[src/rtl/gpio_pkg.sv]
package gpio_pkg;
    localparam int unsigned GP_NPINS     = 5;
    localparam int unsigned GP_AW        = 8;
    localparam int unsigned GP_DW        = 8;
    localparam int unsigned GP_DATA_ADDR = 2;
    localparam int unsigned GP_DIR_ADDR  = 6;
    localparam int unsigned GP_CKO_BIT   = 7;
    localparam int unsigned GP_CLK_PIN   = 2;
    localparam int unsigned GP_SYNC_LEN  = 2;

    typedef enum logic [1:0] {
        PM_INPUT  = 2'd0,
        PM_OUTPUT = 2'd1,
        PM_CLOCK  = 2'd2
    } pin_mode_e;

    typedef enum logic {
        CKO_OFF   = 1'b0,
        CKO_DRIVE = 1'b1
    } cko_state_e;
endpackage

[src/rtl/gpio_sync.sv]
module gpio_sync #(
    parameter int unsigned W   = 5,
    parameter int unsigned LEN = 2
) (
    input  logic         clk,
    input  logic         rst_n,
    input  logic [W-1:0] d_async,
    output logic [W-1:0] q_sync
);
    logic [W-1:0] stage [LEN];

    genvar gs;
    generate
        for (gs = 0; gs < LEN; gs++) begin : g_stage
            always_ff @(posedge clk or negedge rst_n) begin
                if (!rst_n) begin
                    stage[gs] <= '0;
                end else if (gs == 0) begin
                    stage[gs] <= d_async;
                end else begin
                    stage[gs] <= stage[(gs == 0) ? 0 : gs - 1];
                end
            end
        end
    endgenerate

    assign q_sync = stage[LEN-1];
endmodule

[src/rtl/gpio_regs.sv]
module gpio_regs
    import gpio_pkg::*;
#(
    parameter int unsigned NPINS     = GP_NPINS,
    parameter int unsigned AW        = GP_AW,
    parameter int unsigned DW        = GP_DW,
    parameter int unsigned DATA_ADDR = GP_DATA_ADDR,
    parameter int unsigned DIR_ADDR  = GP_DIR_ADDR,
    parameter int unsigned CKO_BIT   = GP_CKO_BIT
) (
    input  logic             clk,
    input  logic             rst_n,
    input  logic [AW-1:0]    addr,
    input  logic             wr_en,
    input  logic [DW-1:0]    wdata,
    input  logic [NPINS-1:0] rd_pins,
    output logic [NPINS-1:0] latch_q,
    output logic [NPINS-1:0] dir_q,
    output logic             ck_on,
    output logic [DW-1:0]    rd_data
);
    localparam logic [AW-1:0] DATA_A = AW'(DATA_ADDR);
    localparam logic [AW-1:0] DIR_A  = AW'(DIR_ADDR);

    logic       hit_data;
    logic       hit_dir;
    logic       wr_data;
    logic       wr_dir;
    cko_state_e cko_state;
    cko_state_e cko_next;

    assign hit_data = (addr == DATA_A);
    assign hit_dir  = (addr == DIR_A);
    assign wr_data  = wr_en && hit_data;
    assign wr_dir   = wr_en && hit_dir;

    // Output latch: deliberately without reset.
    always_ff @(posedge clk) begin
        if (wr_data) begin
            latch_q <= wdata[NPINS-1:0];
        end
    end

    always_ff @(posedge clk or negedge rst_n) begin
        if (!rst_n) begin
            dir_q <= '0;
        end else if (wr_dir) begin
            dir_q <= wdata[NPINS-1:0];
        end
    end

    // Clock-out state register
    always_ff @(posedge clk or negedge rst_n) begin
        if (!rst_n) begin
            cko_state <= CKO_OFF;
        end else begin
            cko_state <= cko_next;
        end
    end

    // Clock-out next state
    always_comb begin
        cko_next = cko_state;
        unique case (cko_state)
            CKO_OFF: begin
                if (wr_dir && wdata[CKO_BIT]) begin
                    cko_next = CKO_DRIVE;
                end
            end
            CKO_DRIVE: begin
                if (wr_dir && !wdata[CKO_BIT]) begin
                    cko_next = CKO_OFF;
                end
            end
            default: cko_next = CKO_OFF;
        endcase
    end

    assign ck_on = (cko_state == CKO_DRIVE);

    // Read decode
    always_comb begin
        rd_data = '0;
        if (hit_data) begin
            rd_data[NPINS-1:0] = rd_pins;
        end else if (hit_dir) begin
            rd_data[NPINS-1:0] = dir_q;
            rd_data[CKO_BIT]   = ck_on;
        end
    end
endmodule

[src/rtl/gpio_pin_mux.sv]
module gpio_pin_mux
    import gpio_pkg::*;
#(
    parameter int unsigned NPINS   = GP_NPINS,
    parameter int unsigned CLK_PIN = GP_CLK_PIN
) (
    input  logic             bus_clk,
    input  logic             ck_on,
    input  logic [NPINS-1:0] dir_q,
    input  logic [NPINS-1:0] latch_q,
    input  logic [NPINS-1:0] sync_in,
    output logic [NPINS-1:0] pin_out,
    output logic [NPINS-1:0] pin_oe,
    output logic [NPINS-1:0] rd_pins
);
    genvar gp;
    generate
        for (gp = 0; gp < NPINS; gp++) begin : g_pin
            pin_mode_e mode;

            always_comb begin
                if ((gp == CLK_PIN) && ck_on) begin
                    mode = PM_CLOCK;
                end else if (dir_q[gp]) begin
                    mode = PM_OUTPUT;
                end else begin
                    mode = PM_INPUT;
                end
            end

            always_comb begin
                unique case (mode)
                    PM_OUTPUT: begin
                        pin_out[gp] = latch_q[gp];
                        pin_oe[gp]  = 1'b1;
                        rd_pins[gp] = latch_q[gp];
                    end
                    PM_CLOCK: begin
                        pin_out[gp] = bus_clk;
                        pin_oe[gp]  = 1'b1;
                        rd_pins[gp] = latch_q[gp];
                    end
                    default: begin
                        pin_out[gp] = latch_q[gp];
                        pin_oe[gp]  = 1'b0;
                        rd_pins[gp] = sync_in[gp];
                    end
                endcase
            end
        end
    endgenerate
endmodule

[src/rtl/gpio_clkout_port.sv]
module gpio_clkout_port
    import gpio_pkg::*;
#(
    parameter int unsigned NPINS     = GP_NPINS,
    parameter int unsigned AW        = GP_AW,
    parameter int unsigned DW        = GP_DW,
    parameter int unsigned DATA_ADDR = GP_DATA_ADDR,
    parameter int unsigned DIR_ADDR  = GP_DIR_ADDR,
    parameter int unsigned CKO_BIT   = GP_CKO_BIT,
    parameter int unsigned CLK_PIN   = GP_CLK_PIN,
    parameter int unsigned SYNC_LEN  = GP_SYNC_LEN
) (
    input  logic             clk,
    input  logic             rst_n,
    input  logic [AW-1:0]    addr,
    input  logic             wr_en,
    input  logic [DW-1:0]    wdata,
    output logic [DW-1:0]    rd_data,
    input  logic [NPINS-1:0] pin_in,
    output logic [NPINS-1:0] pin_out,
    output logic [NPINS-1:0] pin_oe
);
    logic [NPINS-1:0] latch_q;
    logic [NPINS-1:0] dir_q;
    logic             ck_on;
    logic [NPINS-1:0] sync_in;
    logic [NPINS-1:0] rd_pins;

    gpio_sync #(
        .W   (NPINS),
        .LEN (SYNC_LEN)
    ) u_sync (
        .clk     (clk),
        .rst_n   (rst_n),
        .d_async (pin_in),
        .q_sync  (sync_in)
    );

    gpio_regs #(
        .NPINS     (NPINS),
        .AW        (AW),
        .DW        (DW),
        .DATA_ADDR (DATA_ADDR),
        .DIR_ADDR  (DIR_ADDR),
        .CKO_BIT   (CKO_BIT)
    ) u_regs (
        .clk     (clk),
        .rst_n   (rst_n),
        .addr    (addr),
        .wr_en   (wr_en),
        .wdata   (wdata),
        .rd_pins (rd_pins),
        .latch_q (latch_q),
        .dir_q   (dir_q),
        .ck_on   (ck_on),
        .rd_data (rd_data)
    );

    gpio_pin_mux #(
        .NPINS   (NPINS),
        .CLK_PIN (CLK_PIN)
    ) u_mux (
        .bus_clk (clk),
        .ck_on   (ck_on),
        .dir_q   (dir_q),
        .latch_q (latch_q),
        .sync_in (sync_in),
        .pin_out (pin_out),
        .pin_oe  (pin_oe),
        .rd_pins (rd_pins)
    );
endmodule

[config.mk]
export PLATFORM = sky130hd
export DESIGN_NAME = gpio_clkout_port
export DESIGN_NICKNAME = d
export VERILOG_FILES = /design/src/rtl/gpio_pkg.sv /design/src/rtl/gpio_sync.sv /design/src/rtl/gpio_regs.sv /design/src/rtl/gpio_pin_mux.sv /design/src/rtl/gpio_clkout_port.sv
export SDC_FILE = /design/constraint.sdc
export NUM_CORES = 1
export LEC_CHECK = 0
export BUFFER_PORTS_ARGS = -buffer_cell sky130_fd_sc_hd__buf_2
export CAP_MARGIN = 10
export CELL_PAD_IN_SITES_DETAIL_PLACEMENT = 1
export CELL_PAD_IN_SITES_GLOBAL_PLACEMENT = 2
export CORE_MARGIN = 2
export CORE_UTILIZATION = 28
export DETAILED_ROUTE_END_ITERATION = 10
export PLACE_DENSITY = 0.85
export SLEW_MARGIN = 0
export SYNTH_ARGS = -nofsm -noshare
export SYNTH_HDL_FRONTEND = slang
export SYNTH_HIERARCHICAL = 1
export SYNTH_SLANG_ARGS = --single-unit
export TNS_END_PERCENT = 50
[constraint.sdc]
create_clock -name clk -period 1.7 [get_ports clk]
set_input_delay 0.085 -clock clk [delete_from_list [all_inputs] [get_ports clk]]
set_output_delay 0.085 -clock clk [all_outputs]
set_load 0.01 [all_outputs]
==> results.py, run 1 <==
metrics = {
    "timing": {
        "fin_skew_ns": 0.00574,
        "rsz0062_at_grt": "yes",
        "max_freq_mhz": 566,
        "post-route-period-util_pct": 104,
        "slew_violations": 0,
        "whs_ns": 0.124,
        "setup_ws_ns": -0.0681,
        "setup_viol": 1,
        "hold_viol_final": 0,
        "period_needed_ns": 1.77,
    },
    "power": {
        "p_per_area_mw_per_mm2": 769,
        "leakage_nw": 0.635,
        "power_mw": 1.00,
        "vdd_drop_max_mv": 0.241,
    },
    "hold_path": {
        "holdCritPathClass": "input port to flip-flop",
    },
    "placement": {
        "dp_hpwl_um": 1500,
        "portBuffers": 37,
        "gp_congestion": 0.742,
    },
    "finish": {
        "final_common_cell": "buf_2",
        "num-nets-final": 140,
        "n_fill_cell": 380,
        "final_core_util_pct": 39.4,
        "final_cell_mix": "buf_2 (37), dfrtp_1 (16), dlygate4sd3_1 (12)",
        "drive_above_1_share_pct": 57.4,
        "syn_to_final_growth_pct": 36.5,
        "antenna_cells": 0,
    },
    "detailed_routing": {
        "routed-via-count": 662,
        "drt_first_pass_iters": 3,
        "routed_via_density": 4.11,
        "drt_iter0_markers": 13,
        "routed_wl_um": 2050,
        "post-route-drc-count": 0,
        "drtAntennaViolNets": 0,
        "wl_per_cell_um": 12.7,
    },
    "global_route": {
        "overflow": 0,
        "grt_pass1_wl_um": 3330,
        "track_usage_pct": 11.5,
        "antenna_found_initial": 0,
        "grt_max_degree": 17,
        "grt_pass1_vias": 716,
    },
    "logic_synthesis": {
        "synth_cells": 70,
        "synth-seq-area-share_pct": 57.6,
        "synth-adder-area-share_pct": 0,
        "ys_ff_latch": 21,
        "synth.avg_cell_area_um2": 13.7,
        "yosysUniqueCellTypes": 17,
        "yosys.area_share.xor_xnor_pct": 0,
        "yosysWarnings": 6,
        "synth_top_family_by_area": "multiplexers",
        "synth_compound_area_share_pct": 0,
        "synth_simple_gate_area_share_pct": 9.55,
        "synth_mux_area_share_pct": 19.8,
        "synth_area_um2": 956,
    },
    "setup_path": {
        "cp-end-kind": "output pin",
        "path_delay_family": "multiplexers",
        "critical_path_class": "flip-flop to output pin",
        "start_kind": "flip-flop",
        "worst_path_largest_cell_delay_ns": 0.40,
        "crit_fanout": 2,
        "path_cells": "or2_4 > mux2_4 > mux2i_1 > nor2_1 > buf_2",
        "worstPathRequired_ns": 1.62,
        "crit_arrival_ns": 1.68,
        "slowest_stage": "dfrtp_1",
        "crit_buf_inv": 1,
    },
    "die": {
        "boundaryPins": 42,
        "die_area_mm2": 0.00390,
        "initial_utilization_pct": 28.9,
        "die_x_um": 62.4,
        "rows": 21,
        "coreArea_mm2": 0.00331,
        "die_y_um": 62.4,
    },
    "flow_run": {
        "cap_violations": 0,
    },
    "status": {
        "violations": "negative setup slack",
        "outcome": "complete, but fails checks",
    },
    "clocking": {
        "insertion_delay_ns": 0.40,
        "path_clk_slew_ns": 0.12,
        "cts_tree": "built",
    },
}
[power breakdown]
group          internal [mW]  switching, mW  leakage [nW]
registers              0.535        0.00907         0.244
clock network          0.168          0.175        0.0390
logic                 0.0694         0.0476         0.352
[path summary, 6_finish.rpt]
kind,start,end,slack (ns),cells past startpoint
setup / recovery,flip-flop,rd_data[2],-0.07,5
hold / removal,wr_en,u_regs/latch_q[3],0.12,2
setup reg to reg,flip-flop,flip-flop,0.82,2
hold reg to reg,u_sync/stage[9],u_sync/q_sync[4],0.36,0
max in group asynchronous,rst_n,u_sync/stage[6],1.31,2
min in group asynchronous,rst_n,u_regs/dir_q[0],0.13,2
[cell usage after synthesis (all sizes together)]
master	number	area (um^2)
mux2i	5	50.1
dfrtp	16	400
mux2	12	139
nor3b	1	7.51
or4	1	11.3
buf	16	118
nor4	1	21.3
nand2b	1	6.26
or2	1	8.76
nor2	6	22.5
conb	1	3.75
clkbuf	1	3.75
or3	1	6.26
nand2	2	7.51
edfxtp	5	150
[kinds of logic (layout without fill, tap and decap cells)]
| group | count (synthesis) | after routing |
|---|---|---|
| DFF | 21 | 21 |
| buffers and inverters | 17 | 61 |
| muxes | 17 | 17 |
| other | 1 | 2 |
| and+or+nand+nor | 14 | 14 |
[area by class of cell]
class	count	area [um^2]	share of cell area (%)
Timing Repair Buffer	53	338	25.9
Multi-Input combinational cell	33	304	23.3
Sequential cell	21	551	42.2
Clock buffer	7	50.0	3.84
Tap cell	46	57.6	4.41
Clock inverter	1	5.00	0.384
[routing by layer]
metal  share of wire, %  track usage (%)
met2                 54             19.5
met1                 38             11.9
met5                  0                0
met4                1.8             6.39
met3                5.3             4.86
[flip-flops by register name, indices dropped and copies added (netlist names), named ones only]
register / flops
u_regs/dir_q: 5
u_regs/latch_q: 5
u_sync/q_sync: 5
u_sync/stage: 5
[through the flow]
step	instances	area (um^2)	setup TNS (ns)	setup WS [ns]
5_1_grt	161	1310	-0.168	-0.168
4_1_cts	161	1300	-0.0868	-0.0868
3_3_place_gp	140	1110	-0.702	-0.100
2_1_floorplan	71	977	-0.0195	-0.00389
3_5_place_dp	140	1110	-1.16	-0.140
6_report	161	1310	-0.0681	-0.0681
[repair_timing]
| action | in CTS | in global routing |
|---|---|---|
| hold buffers | 12 | 0 |
| endpoints found under the setup margin | 1 | 2 |
| endpoints found under the hold margin | 32 | 0 |
| gates resized for setup | 0 | 1 |
| buffers inserted | 2 | 0 |
Note: power is estimated with default switching activity, not from simulation.
==> run 2, diff against run 1 <==
--- a/config.mk
+++ b/config.mk
@@ -12,6 +12,7 @@
 export CORE_MARGIN = 2
 export CORE_UTILIZATION = 28
 export DETAILED_ROUTE_END_ITERATION = 10
+export GPL_TIMING_DRIVEN = 0
 export PLACE_DENSITY = 0.85
 export SLEW_MARGIN = 0
 export SYNTH_ARGS = -nofsm -noshare
==> run 2 against run 1 <==
Against the previous run:
- the flow still finishes with violations (negative setup slack)
- clock power hardly changed
- critical path type unchanged
- critical path depth stayed put
- clock skew is 0.0046 ns higher
- cell count is 8.7% higher
- via count is 6.0% higher
- final area is 8.1% higher
==> results.py, run 2 (synthesis gave the netlist of run 1 again) <==
metrics = {
    "detailed_routing": {
        "drtAntennaViolNets": 0,
        "wl_per_cell_um": 11.9,
        "routed_via_density": 4.01,
        "routed_wl_um": 2080,
        "post-route-drc-count": 0,
        "drt_first_pass_iters": 3,
        "routed-via-count": 702,
        "drt_iter0_markers": 16,
    },
    "die": {
        "die_y_um": 62.4,
        "coreArea_mm2": 0.00331,
        "initial_utilization_pct": 28.9,
        "rows": 21,
        "die_x_um": 62.4,
        "die_area_mm2": 0.00390,
        "boundaryPins": 42,
    },
    "finish": {
        "antenna_cells": 0,
        "syn_to_final_growth_pct": 47.6,
        "final_common_cell": "buf_2",
        "n_fill_cell": 391,
        "drive_above_1_share_pct": 60.5,
        "num-nets-final": 154,
        "fin_area_mm2": 0.00141,
        "final_cell_mix": "buf_2 (36), buf_4 (18), dfrtp_1 (16)",
    },
    "placement": {
        "dp_hpwl_um": 1580,
        "gp_congestion": 0.731,
        "portBuffers": 36,
        "dpl_cell_area_mm2": 0.00121,
    },
    "setup_path": {
        "crit_arrival_ns": 1.68,
        "critical_path_class": "flip-flop to output pin",
        "worst_path_largest_cell_delay_ns": 0.40,
        "worstPathRequired_ns": 1.62,
        "slowest_stage": "dfrtp_1",
        "crit_fanout": 2,
        "start_kind": "flip-flop",
        "path_cells": "or2_4 > mux2_4 > mux2i_1 > nor2_1 > buf_2",
        "cp-end-kind": "output pin",
    },
    "timing": {
        "slew_violations": 0,
        "slew_headroom_pct": 60.2,
        "rsz0062_at_grt": "yes",
        "fin_skew_ns": 0.0104,
        "period_needed_ns": 1.77,
        "max_freq_mhz": 566,
        "hold_viol_final": 0,
        "post-route-period-util_pct": 104,
        "setup_ws_ns": -0.0660,
        "worst_pin_slew_ns": 0.596,
        "setup_viol": 1,
        "final.setup.tns_ns": -0.0660,
    },
    "power": {
        "vdd_drop_max_mv": 0.289,
        "p_per_area_mw_per_mm2": 724,
        "leakage_nw": 0.707,
    },
    "clocking": {
        "path_clk_slew_ns": 0.12,
        "insertion_delay_ns": 0.41,
        "cts_tree": "built",
    },
    "hold_path": {
        "holdCritPathClass": "input port to flip-flop",
    },
    "global_route": {
        "antenna_found_initial": 0,
        "grt_pass1_vias": 790,
        "grt_max_degree": 17,
        "grt_pass1_wl_um": 3480,
        "overflow": 0,
        "track_usage_pct": 11.6,
    },
    "status": {
        "outcome": "complete, but fails checks",
        "violations": "negative setup slack",
    },
    "flow_run": {
        "cap_violations": 0,
    },
}
run 2: cell type report:
| class | count | area, um^2 | area share, % |
|---|---|---|---|
| multi-input combinational | 33 | 303 | 21.5 |
| buffer | 17 | 128 | 9.04 |
| clock buffer | 7 | 50.0 | 3.55 |
| tap | 46 | 57.6 | 4.08 |
| sequential | 21 | 551 | 39.0 |
| timing repair buffer | 50 | 318 | 22.5 |
| clock inverter | 1 | 5.00 | 0.355 |
run 2: stage by stage:
step                worst slack [ns]  total power [mW]  hold WS, ns  utilization, %  instances
finish                       -0.0660              1.02        0.105            42.6        175
global route                  -0.158              1.09        0.102            42.6        175
CTS                          -0.0838              1.04        0.108            42.3        174
detailed placement            -0.282             0.670       0.0205            36.7        153
global placement              -0.242             0.663       0.0191            36.7        153
floorplan                   -0.00389             0.619       -0.211               -         71
run 2: what timing repair did:
item | CTS | global route
hold buffers | 12 | 0
hold endpoints to repair | 32 | 0
setup endpoints to repair | 1 | 2
setup buffers | 2 | 1
resized for setup | 0 | 1
run 2: worst max-delay path, delay by kind of cell (launching register included):
family,cells,cell delay [ns]
buffers and inverters,1,0.14
muxes,2,0.42
and+or+nand+nor,2,0.32
DFF,1,0.40
run 2: routing by layer:
layer	vias up	global-route usage, %	part of all wire (%)
met5	-	0	0
met4	0	6.39	0.62
li1	339	-	-
met2	24	21.2	59
met3	2	3.78	5.1
met1	337	11.5	35
run 2: final timing paths:
path	startpoint	endpoint	slack, ns	cells past startpoint
worst min-delay path	addr[0]	u_regs/dir_q[0]	0.10	3
min in group asynchronous	rst_n	u_sync/q_sync[3]	0.11	2
worst max-delay path	flip-flop	rd_data[2]	-0.07	5
worst min register to register	u_sync/stage[7]	u_sync/q_sync[2]	0.35	0
max in group asynchronous	rst_n	u_sync/q_sync[1]	1.32	2
worst max register to register	flip-flop	flip-flop	0.69	3
run 2: power by group:
part	switching, mW	total, mW	internal [mW]
logic	0.0498	0.136	0.0859
registers	0.00957	0.544	0.535
clock network	0.174	0.342	0.168
